$ cat src/rtl/es_pkg.sv
package es_pkg;
  typedef enum logic [2:0] {
    ST_IDLE,
    ST_PP_PULSE,
    ST_PP_READ,
    ST_ER_PULSE,
    ST_ER_RECOV,
    ST_EV_SETUP,
    ST_EV_READ,
    ST_DONE
  } es_state_t;

  function automatic int es_max(input int a, input int b);
    return (a > b) ? a : b;
  endfunction
endpackage

$ cat src/rtl/es_timer.sv
module es_timer #(
  parameter int W = 8
) (
  input  logic         clk,
  input  logic         rst_n,
  input  logic         load,
  input  logic [W-1:0] load_val,
  output logic         expired
);
  logic [W-1:0] cnt;

  always_ff @(posedge clk or negedge rst_n) begin
    if (!rst_n)            cnt <= '0;
    else if (load)         cnt <= load_val;
    else if (cnt != '0)    cnt <= cnt - 1'b1;
  end

  assign expired = (cnt == '0);
endmodule

$ cat src/rtl/es_counter.sv
module es_counter #(
  parameter int W = 8
) (
  input  logic         clk,
  input  logic         rst_n,
  input  logic         clr,
  input  logic         inc,
  output logic [W-1:0] q
);
  always_ff @(posedge clk or negedge rst_n) begin
    if (!rst_n)   q <= '0;
    else if (clr) q <= '0;
    else if (inc) q <= q + 1'b1;
  end
endmodule

$ cat src/rtl/es_pins.sv
module es_pins
  import es_pkg::*;
(
  input  es_state_t st,
  output logic      ce_n,
  output logic      oe_n,
  output logic      a9_hv,
  output logic      vpp_hv,
  output logic      wen
);
  always_comb begin
    ce_n   = 1'b1;
    oe_n   = 1'b1;
    a9_hv  = 1'b0;
    vpp_hv = 1'b0;
    wen    = 1'b0;
    unique case (st)
      ST_PP_PULSE: begin
        ce_n   = 1'b0;
        vpp_hv = 1'b1;
        wen    = 1'b1;
      end
      ST_PP_READ, ST_EV_READ: begin
        ce_n = 1'b0;
        oe_n = 1'b0;
      end
      ST_ER_PULSE: begin
        ce_n   = 1'b0;
        a9_hv  = 1'b1;
        vpp_hv = 1'b1;
      end
      default: ;
    endcase
  end
endmodule

$ cat src/rtl/es_chip_erase_seq.sv
module es_chip_erase_seq
  import es_pkg::*;
#(
  parameter int AW               = 16,
  parameter int DW               = 8,
  parameter int PROG_PULSE_CYC   = 2500,
  parameter int READ_WAIT_CYC    = 4,
  parameter int PROG_MAX         = 20,
  parameter int ERASE_PULSE_CYC  = 50000000,
  parameter int ERASE_RECOV_CYC  = 50000000,
  parameter int VERIFY_SETUP_CYC = 50000000,
  parameter int ERASE_MAX        = 200
) (
  input  logic          clk,
  input  logic          rst_n,
  input  logic          start,
  output logic          done,
  output logic          pass,
  output logic          fail,
  output logic [AW-1:0] mem_addr,
  output logic [DW-1:0] mem_wdata,
  output logic          mem_wdata_en,
  input  logic [DW-1:0] mem_rdata,
  output logic          mem_ce_n,
  output logic          mem_oe_n,
  output logic          a9_hv_en,
  output logic          vpp_hv_en
);
  localparam int MAXD = es_max(es_max(es_max(PROG_PULSE_CYC, READ_WAIT_CYC),
                                      es_max(ERASE_PULSE_CYC, ERASE_RECOV_CYC)),
                               VERIFY_SETUP_CYC);
  localparam int TW  = $clog2(MAXD + 1);
  localparam int PCW = $clog2(PROG_MAX + 1);
  localparam int ACW = $clog2(ERASE_MAX + 1);
  localparam logic [TW-1:0] T_PROG  = TW'(PROG_PULSE_CYC - 1);
  localparam logic [TW-1:0] T_READ  = TW'(READ_WAIT_CYC - 1);
  localparam logic [TW-1:0] T_ERASE = TW'(ERASE_PULSE_CYC - 1);
  localparam logic [TW-1:0] T_RECOV = TW'(ERASE_RECOV_CYC - 1);
  localparam logic [TW-1:0] T_SETUP = TW'(VERIFY_SETUP_CYC - 1);

  es_state_t state, state_d;
  logic          t_load, t_exp;
  logic [TW-1:0] t_val;
  logic          a_clr, a_inc, p_clr, p_inc, e_clr, e_inc;
  logic          set_pass, set_fail;
  logic [PCW-1:0] pcnt;
  logic [ACW-1:0] ecnt;
  logic          pass_q, fail_q;
  logic          last_addr, byte_zero, byte_ones;

  es_timer #(.W(TW)) u_timer (
    .clk(clk), .rst_n(rst_n), .load(t_load), .load_val(t_val), .expired(t_exp)
  );

  es_counter #(.W(AW)) u_addr (
    .clk(clk), .rst_n(rst_n), .clr(a_clr), .inc(a_inc), .q(mem_addr)
  );

  es_counter #(.W(PCW)) u_pcnt (
    .clk(clk), .rst_n(rst_n), .clr(p_clr), .inc(p_inc), .q(pcnt)
  );

  es_counter #(.W(ACW)) u_ecnt (
    .clk(clk), .rst_n(rst_n), .clr(e_clr), .inc(e_inc), .q(ecnt)
  );

  es_pins u_pins (
    .st(state), .ce_n(mem_ce_n), .oe_n(mem_oe_n),
    .a9_hv(a9_hv_en), .vpp_hv(vpp_hv_en), .wen(mem_wdata_en)
  );

  assign last_addr = (mem_addr == {AW{1'b1}});
  assign byte_zero = (mem_rdata == '0);
  assign byte_ones = (mem_rdata == {DW{1'b1}});
  assign mem_wdata = '0;

  always_comb begin
    state_d  = state;
    t_load   = 1'b0;
    t_val    = T_PROG;
    a_clr    = 1'b0;
    a_inc    = 1'b0;
    p_clr    = 1'b0;
    p_inc    = 1'b0;
    e_clr    = 1'b0;
    e_inc    = 1'b0;
    set_pass = 1'b0;
    set_fail = 1'b0;
    unique case (state)
      ST_IDLE: if (start) begin
        state_d = ST_PP_PULSE;
        t_load  = 1'b1;
        t_val   = T_PROG;
        a_clr   = 1'b1;
        p_clr   = 1'b1;
        e_clr   = 1'b1;
      end
      ST_PP_PULSE: if (t_exp) begin
        state_d = ST_PP_READ;
        t_load  = 1'b1;
        t_val   = T_READ;
      end
      ST_PP_READ: if (t_exp) begin
        if (byte_zero) begin
          p_clr  = 1'b1;
          t_load = 1'b1;
          if (last_addr) begin
            state_d = ST_ER_PULSE;
            t_val   = T_ERASE;
          end else begin
            state_d = ST_PP_PULSE;
            t_val   = T_PROG;
            a_inc   = 1'b1;
          end
        end else if (int'(pcnt) + 1 >= PROG_MAX) begin
          state_d  = ST_DONE;
          set_fail = 1'b1;
        end else begin
          state_d = ST_PP_PULSE;
          t_load  = 1'b1;
          t_val   = T_PROG;
          p_inc   = 1'b1;
        end
      end
      ST_ER_PULSE: if (t_exp) begin
        state_d = ST_ER_RECOV;
        t_load  = 1'b1;
        t_val   = T_RECOV;
      end
      ST_ER_RECOV: if (t_exp) begin
        state_d = ST_EV_SETUP;
        t_load  = 1'b1;
        t_val   = T_SETUP;
      end
      ST_EV_SETUP: if (t_exp) begin
        state_d = ST_EV_READ;
        t_load  = 1'b1;
        t_val   = T_READ;
        a_clr   = 1'b1;
      end
      ST_EV_READ: if (t_exp) begin
        if (byte_ones) begin
          if (last_addr) begin
            state_d  = ST_DONE;
            set_pass = 1'b1;
          end else begin
            a_inc  = 1'b1;
            t_load = 1'b1;
            t_val  = T_READ;
          end
        end else if (int'(ecnt) + 1 >= ERASE_MAX) begin
          state_d  = ST_DONE;
          set_fail = 1'b1;
        end else begin
          state_d = ST_ER_PULSE;
          t_load  = 1'b1;
          t_val   = T_ERASE;
          e_inc   = 1'b1;
        end
      end
      ST_DONE: state_d = ST_IDLE;
      default: state_d = ST_IDLE;
    endcase
  end

  always_ff @(posedge clk or negedge rst_n) begin
    if (!rst_n) state <= ST_IDLE;
    else        state <= state_d;
  end

  always_ff @(posedge clk or negedge rst_n) begin
    if (!rst_n) begin
      pass_q <= 1'b0;
      fail_q <= 1'b0;
    end else if (state == ST_IDLE && start) begin
      pass_q <= 1'b0;
      fail_q <= 1'b0;
    end else if (set_pass) begin
      pass_q <= 1'b1;
    end else if (set_fail) begin
      fail_q <= 1'b1;
    end
  end

  assign done = (state == ST_DONE);
  assign pass = pass_q;
  assign fail = fail_q;
endmodule

$ cat config.mk
export PLATFORM = sky130hd
export DESIGN_NAME = es_chip_erase_seq
export DESIGN_NICKNAME = d
export VERILOG_FILES = /design/src/rtl/es_pkg.sv /design/src/rtl/es_timer.sv /design/src/rtl/es_counter.sv /design/src/rtl/es_pins.sv /design/src/rtl/es_chip_erase_seq.sv
export SDC_FILE = /design/constraint.sdc
export NUM_CORES = 1
export LEC_CHECK = 0
export CORE_AREA = 2 2 81 141
export DETAILED_ROUTE_END_ITERATION = 16
export DIE_AREA = 0 0 83 143
export SYNTH_ARGS = -nofsm -noshare
export SYNTH_HDL_FRONTEND = slang
export SYNTH_SLANG_ARGS = --single-unit
$ cat constraint.sdc
create_clock -name clk -period 2.58 [get_ports clk]
set_clock_uncertainty 0.05 [all_clocks]
set_input_delay 0.516 -clock clk [delete_from_list [all_inputs] [get_ports clk]]
set_output_delay 0.516 -clock clk [all_outputs]
set_load 0.005 [all_outputs]
==> impl_metrics.tcl <==
set metrics [dict create \
    drtAntennaViolNets 0 \
    cts-root-buf "clkbuf_16" \
    finalNetCount 527 \
    clkSlewWorstSetupHoldPaths_ps 50 \
    critPathMaxStageDelay_ps 570 \
    initial_core_util 0.342 \
    routed-via-count 3444 \
    drc 0 \
    status "completed" \
    final_util 0.456 \
    synthTopCellsByCount "dfrtp_1, nor2_1, xnor2_1" \
    numCtsBuffers 9 \
    arrival_ps 2670 \
    clkPwrFrac 0.420 \
    io_buffers 34 \
    ys_seq_area_frac 0.411 \
    grt-ovfl-total 0 \
    dpl.cell_count 629 \
    stdcell_count 646 \
    max_slew.worst_pin.slew_ps 654 \
    drv_cap 0 \
    antenna_found_initial 0 \
    setup_viol 0 \
    critPathTopFamily "simple AND/OR/NAND/NOR gates" \
    min_period_ps 2470 \
    via_per_inst 5.33 \
    combPwrFrac 0.155 \
    yosysWarnings 0 \
    rsz0062_at_grt "no" \
    fmax_mhz 404 \
    grt_pass1_vias 3527 \
    ioPinCount 43 \
    required_ps 2780 \
    p_int_mw 1.91 \
    synthTopCellsByArea "dfrtp_1, xnor2_1, nor2_1" \
    insertion_delay_ps 330 \
    synth-seq-cells 60 \
    wl_um 10200 \
    ir_drop_v 0.000331 \
    grt_max_degree 29 \
    synth-compound-area-share 0.122 \
    synthDistinctLibCells 53 \
    place.gp.congestion 0.914 \
    hold_class "in2async" \
    synth.most_common_cell "dfrtp_1" \
    path_class "reg2reg" \
    synthAdderAreaFrac 0.0171 \
    synth_edf_count 0 \
    critPathLaunchType "flop" \
    synthMuxAreaShare 0.0168 \
    num_antenna_cells 0 \
    wl_per_cell_um 15.8 \
    netlist_area_um2 3660 \
    ys.flop_type "dfrtp_1" \
    cts_hold_buf 0 \
    dp_hpwl_um 7800 \
    synth-xor-area-share 0.0958 \
    synth_area_per_cell_um2 8.68 \
    clkSinkCount 60 \
    worstPathCellList "or4_4, nor3_4, nand4b_1, or4_4, or3_1, a21oi_2" \
    clock_path_buffers 2 \
    track_usage 0.178 \
    grt_pass1_wl_um 17000 \
    slew_headroom 0.563 \
    p_seq_frac 0.424 \
    drt_iter0_drc 186 \
    synth_top_area_frac 0.411 \
    fp.dieArea_um2 11900 \
    slew_viol_final 0 \
    drt_pass1_iterations 4 \
    synth_top_family_by_area "simple AND/OR/NAND/NOR gates" \
    critPathSlowestCell "or4_4" \
    power_per_cell_area_nw_per_um2 532 \
    fin_crit_sh 0.959 \
    path_depth 6 \
    ff2ff_path_depth 6 \
    core_area_um2 10700 \
    hold_viol 0 \
    cts_tree "built" \
    cp_num_buf_inv 0 \
    setup_tns_ps 0 \
    fp.dieW_um 83 \
    area_growth_pct 33.5 \
    ys_async_sr_fraction 1.00 \
    synthCells 421 \
    cp_max_fo 8 \
    total_leakage_power_nw 2.01 \
    drive_above_1_share 0.200 \
    yosys.area.top_type "dfrtp_1" \
    swShare 0.265 \
    fillerInstances 1044 \
    synthSimpleGateAreaFrac 0.286 \
    critPathMostFrequentCell "or4_4" \
    htreeDepth 3 \
    end_kind "flop" \
    rows 50 \
    p_switching_mw 0.687 \
    die_h_um 143 \
]
[cell type report]
type                    instances  area [um2]  share of cell area
clock inverters                 5        27.5             0.00564
clock buffers                  11         243              0.0497
multi-input cells             329        2090               0.427
repair buffers                 97         808               0.166
inverters                      14        52.6              0.0108
flip-flops and latches         60        1500               0.308
well taps                     130         163              0.0333
[final timing paths]
path | start | end | slack [ps]
max in group asynchronous | rst_n | u_timer.cnt[22]$_DFFE_PN0P_ | 1740
setup / recovery | u_timer.cnt[24]$_DFFE_PN0P_ | u_ecnt.q[2]$_DFFE_PN0P_ | 110
hold / removal | rst_n | u_pcnt.q[1]$_DFFE_PN0P_ | 40
setup reg to reg | u_timer.cnt[24]$_DFFE_PN0P_ | u_ecnt.q[2]$_DFFE_PN0P_ | 110
min in group clk | pass$_DFFE_PN0P_ | pass$_DFFE_PN0P_ | 460
hold reg to reg | pass$_DFFE_PN0P_ | pass$_DFFE_PN0P_ | 460
[metal layers]
metal	wire length, um	vias up	track usage
met5	0	-	0
li1	-	1688	-
met2	5610	83	0.334
met4	357	0	0.0923
met1	3880	1650	0.185
met3	352	23	0.0341
[cells in the final DEF, fill, tap and decap left out, types with 9 or more instances in the layout]
cell	instances
clkbuf_16	9
buf_4	63
nor4_1	23
nor3_1	17
nand4_1	11
xnor2_1	33
inv_1	12
clkdlybuf4s50_1	33
a21oi_1	22
nand2_1	26
dfrtp_1	60
nand3_1	19
nor2_1	51
and3_1	9
o21ai_0	20
[registers in the layout, indices dropped and copies added, names as in the netlist]
name         count
u_addr.q        16
u_pcnt.q         5
u_timer.cnt     26
pass             1
u_ecnt.q         8
state            3
fail             1
[timing repair]
action	in CTS	in global routing
resized for setup	2	10
setup buffers	0	1
pin swaps	0	4
setup endpoints to repair	7	21
[per-stage QoR]
step / worst slack, ps / instance area, um2 / power, mW / hold WS [ps]
6_report: 107 / 4880 / 2.60 / 43.6
5_1_grt: 3.08 / 4880 / 2.72 / 64.9
4_1_cts: 29.3 / 4830 / 2.61 / 51.5
3_5_place_dp: -236 / 4560 / 1.51 / 402
3_3_place_gp: -207 / 4560 / 1.50 / 401
2_1_floorplan: 11.5 / 3740 / 1.35 / 170
[power by group through the flow]
stage          Combinational [mW]  Sequential [mW]  Clock (mW)
3_5_place_dp                0.395             1.12           0
3_3_place_gp                0.386             1.11           0
4_1_cts                     0.399             1.10        1.11
6_report                    0.403             1.10        1.09
5_1_grt                     0.454             1.11        1.15
2_1_floorplan               0.234             1.12           0
[cells by family after synthesis]
kind of cell / Yosys count
flip-flops: 60
AO/OA/AOI/OAI: 72
multiplexers: 6
AND/OR/NAND/NOR: 198
adder cells (fa/ha/maj): 5
XOR/XNOR: 40
other: 1
buffers and inverters: 39
No activity file was read; power rests on OpenSTA's default activity.
